===== src/rtl/arith_cop_pkg.sv =====
package arith_cop_pkg;
  // register word addresses
  localparam int REG_CTRL = 0;
  localparam int REG_DEND = 1;
  localparam int REG_DSOR = 2;
  localparam int REG_RAD  = 3;
  localparam int REG_RES  = 4;
  // control register bit positions
  localparam int BIT_UNS   = 0;
  localparam int BIT_REM   = 1;
  localparam int BIT_DZE   = 2;
  localparam int BIT_FSO   = 3;
  localparam int BIT_START = 4;
  localparam int BIT_DZ    = 5;
  localparam int BIT_CODE  = 8;
  // last-operation encoding, forms status code bits 1:0
  localparam logic [1:0] OP_NONE = 2'd0;
  localparam logic [1:0] OP_SQRT = 2'd1;
  localparam logic [1:0] OP_DIV  = 2'd2;
endpackage


===== src/rtl/cop_divider.sv =====
module cop_divider #(
  parameter int W = 32
) (
  input  logic         clk,
  input  logic         rst_n,
  input  logic         start,
  input  logic         uns,
  input  logic [W-1:0] dividend,
  input  logic [W-1:0] divisor,
  output logic         busy,
  output logic [W-1:0] quot,
  output logic [W-1:0] rem
);
  localparam int CW = $clog2(W + 1);

  logic [CW-1:0] cnt_q, cnt_n;
  logic [W-1:0]  acc_q, acc_n, quo_q, quo_n, dsr_q, dsr_n;
  logic          negq_q, negq_n, negr_q, negr_n;
  logic          a_neg, b_neg;
  logic [W-1:0]  a_mag, b_mag;
  logic [W:0]    shifted, diff;

  always_comb begin
    a_neg   = !uns && dividend[W-1];
    b_neg   = !uns && divisor[W-1];
    a_mag   = a_neg ? (~dividend + W'(1)) : dividend;
    b_mag   = b_neg ? (~divisor + W'(1)) : divisor;
    shifted = {acc_q, quo_q[W-1]};
    diff    = shifted - {1'b0, dsr_q};
    cnt_n   = cnt_q;
    acc_n   = acc_q;
    quo_n   = quo_q;
    dsr_n   = dsr_q;
    negq_n  = negq_q;
    negr_n  = negr_q;
    if (start) begin
      cnt_n  = CW'(W);
      acc_n  = '0;
      quo_n  = a_mag;
      dsr_n  = b_mag;
      negq_n = a_neg ^ b_neg;
      negr_n = a_neg;
    end else if (cnt_q != '0) begin
      cnt_n = cnt_q - CW'(1);
      if (!diff[W]) begin
        acc_n = diff[W-1:0];
        quo_n = {quo_q[W-2:0], 1'b1};
      end else begin
        acc_n = shifted[W-1:0];
        quo_n = {quo_q[W-2:0], 1'b0};
      end
    end
  end

  always_ff @(posedge clk or negedge rst_n) begin
    if (!rst_n) begin
      cnt_q  <= '0;
      acc_q  <= '0;
      quo_q  <= '0;
      dsr_q  <= '0;
      negq_q <= 1'b0;
      negr_q <= 1'b0;
    end else begin
      cnt_q  <= cnt_n;
      acc_q  <= acc_n;
      quo_q  <= quo_n;
      dsr_q  <= dsr_n;
      negq_q <= negq_n;
      negr_q <= negr_n;
    end
  end

  assign busy = (cnt_q != '0);
  assign quot = negq_q ? (~quo_q + W'(1)) : quo_q;
  assign rem  = negr_q ? (~acc_q + W'(1)) : acc_q;
endmodule


===== src/rtl/cop_sqrt.sv =====
module cop_sqrt #(
  parameter int W = 32
) (
  input  logic           clk,
  input  logic           rst_n,
  input  logic           start,
  input  logic [W-1:0]   radicand,
  output logic           busy,
  output logic [W/2-1:0] root
);
  localparam int RW = W / 2;
  localparam int CW = $clog2(RW + 1);

  logic [CW-1:0] cnt_q, cnt_n;
  logic [W-1:0]  x_q, x_n;
  logic [RW+1:0] rem_q, rem_n, shifted, trial;
  logic [RW-1:0] root_q, root_n;
  logic [RW+2:0] diff;

  always_comb begin
    shifted = {rem_q[RW-1:0], x_q[W-1:W-2]};
    trial   = {root_q, 2'b01};
    diff    = {1'b0, shifted} - {1'b0, trial};
    cnt_n   = cnt_q;
    x_n     = x_q;
    rem_n   = rem_q;
    root_n  = root_q;
    if (start) begin
      cnt_n  = CW'(RW);
      x_n    = radicand;
      rem_n  = '0;
      root_n = '0;
    end else if (cnt_q != '0) begin
      cnt_n = cnt_q - CW'(1);
      x_n   = {x_q[W-3:0], 2'b00};
      if (!diff[RW+2]) begin
        rem_n  = diff[RW+1:0];
        root_n = {root_q[RW-2:0], 1'b1};
      end else begin
        rem_n  = shifted;
        root_n = {root_q[RW-2:0], 1'b0};
      end
    end
  end

  always_ff @(posedge clk or negedge rst_n) begin
    if (!rst_n) begin
      cnt_q  <= '0;
      x_q    <= '0;
      rem_q  <= '0;
      root_q <= '0;
    end else begin
      cnt_q  <= cnt_n;
      x_q    <= x_n;
      rem_q  <= rem_n;
      root_q <= root_n;
    end
  end

  assign busy = (cnt_q != '0);
  assign root = root_q;
endmodule


===== src/rtl/arith_cop.sv =====
module arith_cop
  import arith_cop_pkg::*;
#(
  parameter int DATA_W = 32,
  parameter int ADDR_W = 3
) (
  input  logic              clk,
  input  logic              rst_n,
  input  logic              bus_sel,
  input  logic              bus_wr,
  input  logic [ADDR_W-1:0] bus_addr,
  input  logic [DATA_W-1:0] bus_wdata,
  output logic [DATA_W-1:0] bus_rdata,
  output logic              bus_ready,
  output logic              bus_err
);
  localparam int ROOT_W = DATA_W / 2;

  logic              cfg_uns_q, cfg_rem_q, cfg_dze_q, cfg_fso_q, dz_flag_q;
  logic              cfg_uns_n, cfg_rem_n, cfg_dze_n, cfg_fso_n, dz_flag_n;
  logic [1:0]        last_op_q, last_op_n;
  logic [DATA_W-1:0] dend_q, dend_n, dsor_q, dsor_n, rad_q, rad_n, dzr_q, dzr_n;

  logic              div_busy, sqrt_busy, busy;
  logic              wr_ok, wr_ctrl, wr_dend, wr_dsor, wr_rad, rd_res;
  logic              div_req, div_zero, div_start, sqrt_start, div_uns;
  logic [DATA_W-1:0] div_b, core_quo, core_rem, res_val, ctrl_val;
  logic [ROOT_W-1:0] core_root;

  assign busy    = div_busy || sqrt_busy;
  assign wr_ok   = bus_sel && bus_wr && !busy;
  assign wr_ctrl = wr_ok && (bus_addr == ADDR_W'(REG_CTRL));
  assign wr_dend = wr_ok && (bus_addr == ADDR_W'(REG_DEND));
  assign wr_dsor = wr_ok && (bus_addr == ADDR_W'(REG_DSOR));
  assign wr_rad  = wr_ok && (bus_addr == ADDR_W'(REG_RAD));
  assign rd_res  = bus_sel && !bus_wr && (bus_addr == ADDR_W'(REG_RES));

  // launch decode
  assign div_req    = (wr_dsor && !cfg_fso_q) ||
                      (wr_ctrl && bus_wdata[BIT_FSO] && bus_wdata[BIT_START]);
  assign div_b      = wr_dsor ? bus_wdata : dsor_q;
  assign div_zero   = (div_b == '0);
  assign div_start  = div_req && !div_zero;
  assign sqrt_start = wr_rad;
  assign div_uns    = wr_ctrl ? bus_wdata[BIT_UNS] : cfg_uns_q;

  cop_divider #(.W(DATA_W)) u_div (
    .clk      (clk),
    .rst_n    (rst_n),
    .start    (div_start),
    .uns      (div_uns),
    .dividend (dend_q),
    .divisor  (div_b),
    .busy     (div_busy),
    .quot     (core_quo),
    .rem      (core_rem)
  );

  cop_sqrt #(.W(DATA_W)) u_sqrt (
    .clk      (clk),
    .rst_n    (rst_n),
    .start    (sqrt_start),
    .radicand (bus_wdata),
    .busy     (sqrt_busy),
    .root     (core_root)
  );

  // next-state logic
  always_comb begin
    cfg_uns_n = cfg_uns_q;
    cfg_rem_n = cfg_rem_q;
    cfg_dze_n = cfg_dze_q;
    cfg_fso_n = cfg_fso_q;
    dz_flag_n = dz_flag_q;
    last_op_n = last_op_q;
    dend_n    = dend_q;
    dsor_n    = dsor_q;
    rad_n     = rad_q;
    dzr_n     = dzr_q;
    if (wr_ctrl) begin
      cfg_uns_n = bus_wdata[BIT_UNS];
      cfg_rem_n = bus_wdata[BIT_REM];
      cfg_dze_n = bus_wdata[BIT_DZE];
      cfg_fso_n = bus_wdata[BIT_FSO];
    end
    if (wr_dend) dend_n = bus_wdata;
    if (wr_dsor) dsor_n = bus_wdata;
    if (wr_rad)  rad_n  = bus_wdata;
    if (div_req) begin
      last_op_n = OP_DIV;
      dz_flag_n = div_zero;
      if (div_zero) dzr_n = dend_q;
    end
    if (sqrt_start) begin
      last_op_n = OP_SQRT;
      dz_flag_n = 1'b0;
    end
  end

  always_ff @(posedge clk or negedge rst_n) begin
    if (!rst_n) begin
      cfg_uns_q <= 1'b0;
      cfg_rem_q <= 1'b0;
      cfg_dze_q <= 1'b0;
      cfg_fso_q <= 1'b0;
      dz_flag_q <= 1'b0;
      last_op_q <= OP_NONE;
      dend_q    <= '0;
      dsor_q    <= '0;
      rad_q     <= '0;
      dzr_q     <= '0;
    end else if (wr_ok) begin
      cfg_uns_q <= cfg_uns_n;
      cfg_rem_q <= cfg_rem_n;
      cfg_dze_q <= cfg_dze_n;
      cfg_fso_q <= cfg_fso_n;
      dz_flag_q <= dz_flag_n;
      last_op_q <= last_op_n;
      dend_q    <= dend_n;
      dsor_q    <= dsor_n;
      rad_q     <= rad_n;
      dzr_q     <= dzr_n;
    end
  end

  // read path
  always_comb begin
    ctrl_val = '0;
    ctrl_val[BIT_UNS] = cfg_uns_q;
    ctrl_val[BIT_REM] = cfg_rem_q;
    ctrl_val[BIT_DZE] = cfg_dze_q;
    ctrl_val[BIT_FSO] = cfg_fso_q;
    ctrl_val[BIT_DZ]  = dz_flag_q;
    ctrl_val[BIT_CODE+2:BIT_CODE] = {busy, last_op_q};
    case (last_op_q)
      OP_SQRT: res_val = DATA_W'(core_root);
      OP_DIV:  res_val = dz_flag_q ? (cfg_rem_q ? dzr_q : '1)
                                   : (cfg_rem_q ? core_rem : core_quo);
      default: res_val = '0;
    endcase
    case (bus_addr)
      ADDR_W'(REG_CTRL): bus_rdata = ctrl_val;
      ADDR_W'(REG_DEND): bus_rdata = dend_q;
      ADDR_W'(REG_DSOR): bus_rdata = dsor_q;
      ADDR_W'(REG_RAD):  bus_rdata = rad_q;
      ADDR_W'(REG_RES):  bus_rdata = res_val;
      default:           bus_rdata = '0;
    endcase
  end

  assign bus_ready = !(rd_res && busy);
  assign bus_err   = rd_res && !busy && dz_flag_q && cfg_dze_q;
endmodule


===== config.mk =====
export PLATFORM = sky130hd
export DESIGN_NAME = arith_cop
export DESIGN_NICKNAME = d
export VERILOG_FILES = /design/src/rtl/arith_cop_pkg.sv /design/src/rtl/cop_divider.sv /design/src/rtl/cop_sqrt.sv /design/src/rtl/arith_cop.sv
export SDC_FILE = /design/constraint.sdc
export NUM_CORES = 1
export LEC_CHECK = 0
export ABC_AREA = 1
export CORE_ASPECT_RATIO = 2
export CORE_MARGIN = 4
export CORE_UTILIZATION = 55
export CTS_BUF_LIST = sky130_fd_sc_hd__clkbuf_8
export DETAILED_ROUTE_END_ITERATION = 10
export PLACE_DENSITY = 0.76
export SLEW_MARGIN = 20
export SYNTH_ARGS = -nofsm -noshare
export SYNTH_HDL_FRONTEND = slang
export SYNTH_HIERARCHICAL = 1
export SYNTH_SLANG_ARGS = --single-unit

===== constraint.sdc =====
create_clock -name clk -period 3.9 [get_ports clk]
set_input_delay 1.17 -clock clk [delete_from_list [all_inputs] [get_ports clk]]
set_output_delay 1.17 -clock clk [all_outputs]
set_load 0.1 [all_outputs]

======== Word-level counts from Yosys, hierarchy flattened ========
Cells that the tools add are included.
Widths: inputs -> output; s select.
word-level totals
  bits in latches ......................... 0
  register bits ........................... 308
  output and inout port bits .............. 34
  bits in read-only memories .............. 0
  memories kept ........................... 0
  input bits .............................. 39
  memory bits (writable) .................. 0
  logic and storage cells ................. 110
operators by class
  $mul .................................... 0
  equal/unequal tests ..................... 6
  add/subtract/negate cells ............... 8
  muxes and demuxes ....................... 33
  shift operators ......................... 0
  bitwise logic cells ..................... 5
  order comparisons ....................... 0
  reduce and logical (&&, ||, !) cells .... 38
  divide/modulo/power cells ............... 0
operator list
  kind                   count
  $mux 32                15
  $pmux 32 s5            1
  $add 32x1->32 const B  4
  $not 32->32            4
  $mux 16                5
  $pmux 32 s2            1
  $sub 33x32->33         1
  $logic_not 32->1       1
  $sub 18x18->19         1
  $logic_and 1x1->1      18
  $mux 6                 2
  $mux 5                 2
  $reduce_and 2->1       4
  $eq 3x2->1 const B     2
  $logic_not 1->1        6
  $reduce_bool 2->1      3
  $reduce_bool 6->1      1
  $sub 6x1->6 const B    1
  $mux 1                 5
  $reduce_bool 5->1      1
  $sub 5x1->5 const B    1
  $mux 2                 2
  $eq 3x1->1 const B     1
  $eq 3x3->1 const B     1
  6 further kinds        7

======== Logic depth before layout (Yosys ltp) ========
  depth in word-level cells ............... 10
  gate-level depth with buffers ........... 24
  depth with buffers taken out ............ 22

======== Hierarchy ========
Netlist, hierarchy kept.
by module, submodules not included
  module       cells each  seq. area each (um^2)  times used  area each (um^2)
  cop_divider  1713        2602.5                 1           10486.3
  arith_cop    1000        3378.2                 1           7340.8
  cop_sqrt     526         1726.7                 1           4124.0

======== Worst setup path before layout ========
No wires, ideal clock.
  path type ............................... input to output
  from .................................... in bus_addr[2]
  to ...................................... out bus_rdata[0]
  required time ........................... 2.730 ns
  path slack .............................. -0.592 ns
  arrival ................................. 3.322 ns
  buffers on the path ..................... 2
  cell stages on the path ................. 5
  path through ............................ inv_2 nand3_2 clkbuf_1 clkbuf_1 o2111ai_1
between the ends
  cells in the longest elaborated chain, start to end .. 2
  elaborated cells between the ends (all ways) .. 6
  classes of those cells .................. eq/ne: 4; mux: 1; reduce/logical: 1
ends and longest elaborated chain
  what                                      line              text
  start: declaration                        arith_cop.sv:11   input logic [ADDR_W-1:0] bus_addr,
  $eq 3x3->1, or another cell as far along  arith_cop.sv:141  case (bus_addr)
  $pmux 32 s5 *                             arith_cop.sv:141
  end: declaration                          arith_cop.sv:13   output logic [DATA_W-1:0] bus_rdata,
Every way passes the cells marked *; elsewhere a longest branch is shown, timed or not.

======== Worst setup path after layout ========
  from .................................... reg u_div.acc_q[1]
  to ...................................... out bus_rdata[27]
between the ends
  cells in the longest elaborated chain, start to end .. 7
ends and longest elaborated chain
  what                      line               text
  start: declaration        cop_divider.sv:17  logic [W-1:0] acc_q, acc_n, quo_q, quo_n, dsr_q, dsr_n;
  start signal: assignment  cop_divider.sv:65  acc_q <= acc_n;
  $not 32->32               cop_divider.sv:75  assign rem = negr_q ? (~acc_q + W'(1)) : acc_q;
  $add 32x1->32             cop_divider.sv:75
  $mux 32                   cop_divider.sv:75
  named net core_rem[27]    arith_cop.sv:27    logic [DATA_W-1:0] div_b, core_quo, core_rem, res_val, ctrl_val;
  $mux 32                   arith_cop.sv:138   : (cfg_rem_q ? core_rem : core_quo);
  $mux 32                   arith_cop.sv:137   OP_DIV: res_val = dz_flag_q ? (cfg_rem_q ? dzr_q : '1)
  $pmux 32 s2               arith_cop.sv:135   case (last_op_q)
  $pmux 32 s5               arith_cop.sv:141
The timed path passes the listed nets, and every way through them passes these cells.

==> metrics.md <==
| Metric | Value |
|---|---|
| Crit path launch type | `flop` |
| Clk_skew | `0.0184 ns` |
| Initial antenna violation count | `1` |
| Pin count of the biggest net entering global routing | `83` |
| Worst Setup Slack, final | `-0.412 ns` |
| Internal power | `8.26 mW` |
| Sw Pwr | `7.54 mW` |
| Simple-gate area share of the yosys netlist | `0.339` |
| RSZ-0062 raised after global routing | `yes` |
| Cts bufs inserted | `45` |
| Sequential share of power | `0.272` |
| Hold-fix buffers at CTS | `0` |
| Wire per inst | `20.0 microns` |
| Via Count | `23113` |
| Clk buf depth | `3` |
| Gpl congestion | `1.06` |
| CP max FO | `3` |
| RR Endpoint | `u_div/quo_q[15]` |
| Failing checks | `negative setup slack` |
| Hold depth | `2` |
| 1st-iter DRT viols | `1834` |
| Seq/Total Area, Yosys | `0.351` |
| Clk_lat worst skew | `0.61 ns` |
| Vias in the first global route | `23421` |
| Hold EP | `dzr_q[6]` |
| CP Cell Sequence | `inv_2 -> buf_4 -> nand3_4 -> nor2_2 -> nand3_2 -> buf_6 -> inv_2 -> nand3b_1 -> buf_4 -> o21ai_2 -> xor2_1 -> nand2_1 -> nand3_2 -> o211ai_1 -> o2111ai_2 -> buf_12` |
| FP Rows | `103` |
| CP Class | `reg -> out` |
| Met2 usage | `0.645` |
| Synthesis Warnings | `6` |
| Max-slew violations | `0` |
| Fillcell total | `3413` |
| Die Wd | `149 microns` |
| CP max-delay cell | `dfrtp_1` |
| Compound-cell area share of the yosys netlist | `0.117` |
| WP data required | `2.73 ns` |
| Reg2reg start | `u_div/cnt_q[0]` |
| Share of power burned in combinational logic | `0.548` |
| CTS HTree Levels | `2` |
| CP arrival | `3.14 ns` |
| Post-synth top area share | `0.351` |
| Proportion of layout cells with a drive suffix above 1 | `0.153` |
| Initial core utilization | `0.557` |
| DRT Pass-1 Iters | `6` |
| Clock group share of total power | `0.180` |
| Post-synthesis mux area share | `0` |
| Final Power | `15.8 mW` |
| Syn Nets | `3337` |
| Number of remaining DRC errors | `0` |
| Peak supply drop | `0.777 mV` |
| R2R depth | `21` |
| Endpoints failing setup | `28` |
| Worst hold path type | `reg -> reg` |
| First-pass GRT wire length | `124 mm` |
| Pleak | `14.0 nW` |
| Synth unique cells | `58` |
| Most used routing layer | `met2` |
| Final antenna-violating net count | `0` |
| Fin crit period | `4.31 ns` |
| Final period util | `1.11` |
| Via density | `5.76` |
| IO Port Bufs | `72` |
| Die H | `291 microns` |
| Final setup TNS | `-6.86 ns` |
| Top post-synthesis cells by area | `dfrtp_1 (35%), nand2_1 (19%), inv_1 (8.9%)` |
| HPWL reported at the end of detailed placement | `62.1 mm` |
| Post-Syn Area per Cell | `6.78 sq um` |
| Critical Path End Type | `output pin` |
| GRT Resource Usage Total | `0.364` |
| CTS sink count | `308` |
| Largest family of logic cells by synthesized area | `simple AND/OR/NAND/NOR gates` |
| Area Overhead vs Synth | `21.6%` |
| Max cap viols | `0` |
| I/O Pins | `73` |
| Post-Syn Instances | `3239` |
| Least-Margin Pin Slew | `0.674 ns` |
| Die area | `43400 sq um` |
| Root Buffer | `clkbuf_8` |
| Met1 GRT Util | `0.353` |
| Post-synth top area cell | `dfrtp_1` |
| CP delay by family, top | `buffers and inverters` |
| Peak Freq | `232 MHz` |
| Global route overflow | `0` |
| CP Buf/Inv Count | `6` |
| Status | `finished with violations` |
| Fin Hold WS | `0.475 ns` |
| Hold Vio Cnt, Final | `0` |
| Register bit total from synthesis | `308` |
| Sw Share | `0.477` |
| Final WL | `80.5 mm` |
| Worst hold start | `dzr_q[6]` |
| Post-synthesis xor/xnor area fraction | `0.0399` |
| Slew HR | `0.547` |
| Fraction of the mapped netlist area in adder cells | `0.0340` |
| Worst R2R Setup Slack | `0.22 ns` |
| Nets | `3549` |
| Clock Pin Slew Worst Setup and Hold Paths | `0.07 ns` |
| Pwr Density | `592 nW/um^2` |
| TritonCTS clock tree | `yes` |
| Area of the core | `39400 sq um` |
| Largest stage delay, worst path | `0.40 ns` |
| Post-Syn Area | `22000 sq um` |
| M3 GR Usage | `0.0577` |
## placed cells by master, fill, tap and decap left out, types with 23 or more instances in the layout
cell type        Yosys  routed
buf_12               1      47
o22ai_1             25      25
clkbuf_8             0      64
nand2_2              6      23
nand2_1           1096    1073
nand2_4             19      25
nand3_2             16      28
clkdlybuf4s50_1      0      34
ha_1                58      55
buf_4               11     185
nand4_1             50      50
o211ai_1            39      39
dfrtp_1            308     308
o21ai_0            176     156
inv_2               13      24
nor2_1             167     151
nand3_1            265     247
o221ai_1            33      33
a21oi_1             59      55
xor2_1              79      75
inv_1              520     517
## what timing repair did
item                                    CTS  global route
pin swaps                                39            49
setup buffers                            14            10
endpoints found under the setup margin   34            57
gates resized for setup                  99            82
gates cloned                              0             1
## cells by family after synthesis
| family | after synthesis |
|---|---|
| adder cells (fa/ha/maj) | 59 |
| AO/OA/AOI/OAI | 414 |
| XOR/XNOR | 100 |
| AND/OR/NAND/NOR | 1702 |
| buffers and inverters | 656 |
| flip-flops | 308 |
## worst max-delay path by stage
stage | start | endpoint | slack (ns) | cells after the start
finish | u_div/acc_q[1] | bus_rdata[27] | -0.41 | 16
global route | u_div/acc_q[1] | bus_rdata[28] | -0.53 | 17
CTS | u_div/quo_q[0] | bus_rdata[27] | -0.44 | 18
detailed placement | bus_addr[1] | bus_rdata[17] | -0.26 | 8
global placement | bus_addr[1] | bus_rdata[16] | -0.18 | 8
floorplan | bus_addr[2] | bus_rdata[0] | -0.59 | 5
## worst register-to-register path: stages, from the launching register on
cell,delay (ns)
dfrtp_1,0.40
inv_1,0.08
ha_1,0.19
nor3b_2,0.26
nand2_1,0.13
inv_1,0.18
nand2_1,0.19
nor2_4,0.17
buf_4,0.16
buf_12,0.14
buf_4,0.12
nand3_1,0.06
nand2_1,0.17
nand2_1,0.08
nor2_1,0.10
nand2_1,0.09
nor2_4,0.20
a21oi_4,0.12
nor2_2,0.19
inv_2,0.24
o22ai_1,0.21
o21bai_1,0.14
## cell usage after synthesis (all sizes together)
cell type and number:
nand2 1123, inv 533, dfrtp 308, nand3 284
o21ai 185, nor2 183, xor2 79, clkbuf 77
a21oi 64, ha 58, nand4 50, buf 45
o211ai 39, o221ai 33, o2111ai 32, nor3 26
o22ai 25, xnor2 21, o21bai 11, nand3b 10
a22oi 9, a31oi 8, nor4 8, or2 7
and2 6, nor3b 3, o31ai 3, and3 2
a21o 1, a311oi 1, a31o 1, clkinv 1
fa 1, o311ai 1, o41ai 1
## through the flow
stage | std cells | setup WS [ns] | area (sq um) | utilization
6_report | 4014 | -0.412 | 26700 | 0.677
4_1_cts | 4003 | -0.441 | 26300 | 0.667
3_3_place_gp | 3905 | -0.181 | 24800 | 0.630
2_1_floorplan | 3239 | -0.592 | 22000 | -
5_1_grt | 4014 | -0.532 | 26700 | 0.677
3_5_place_dp | 3905 | -0.258 | 24800 | 0.630
## cell type report
type                    count  area [sq um]  share of cell area
inverters                 534          2010              0.0754
clock inverters            20           103             0.00384
flip-flops and latches    308          7710               0.289
well taps                 525           657              0.0246
multi-input cells        2275         12300               0.462
clock buffers              64           881              0.0330
repair buffers            287          3000               0.112
diodes                      1          2.50           0.0000938
## registers in the layout, indices dropped and copies added, names as in the netlist
name,cells
u_sqrt/x_q,32
cfg_dze_q,1
u_div/negq_q,1
rad_q,32
dzr_q,32
u_div/dsr_q,32
cfg_rem_q,1
dz_flag_q,1
dend_q,32
dsor_q,32
u_sqrt/cnt_q,5
u_div/cnt_q,6
cfg_uns_q,1
u_div/acc_q,32
u_sqrt/root,16
u_div/negr_q,1
u_div/quo_q,32
cfg_fso_q,1
last_op_q,2
u_sqrt/rem_q,16
## metal layers
metal | vias to the layer above | wire, microns
li1 | 10753 | -
met1 | 10798 | 25900
met2 | 1092 | 40600
met3 | 470 | 4670
met4 | 0 | 9290
met5 | - | 0
## power groups by stage
stage	Combinational [mW]	Sequential [mW]	Clock [mW]
3_5_place_dp	8.19	4.32	0
2_1_floorplan	6.01	4.18	0
3_3_place_gp	8.02	4.30	0
4_1_cts	8.39	4.27	2.87
5_1_grt	9.56	4.35	3.00
6_report	8.66	4.30	2.85
Note: power is estimated with default switching activity, not from simulation.
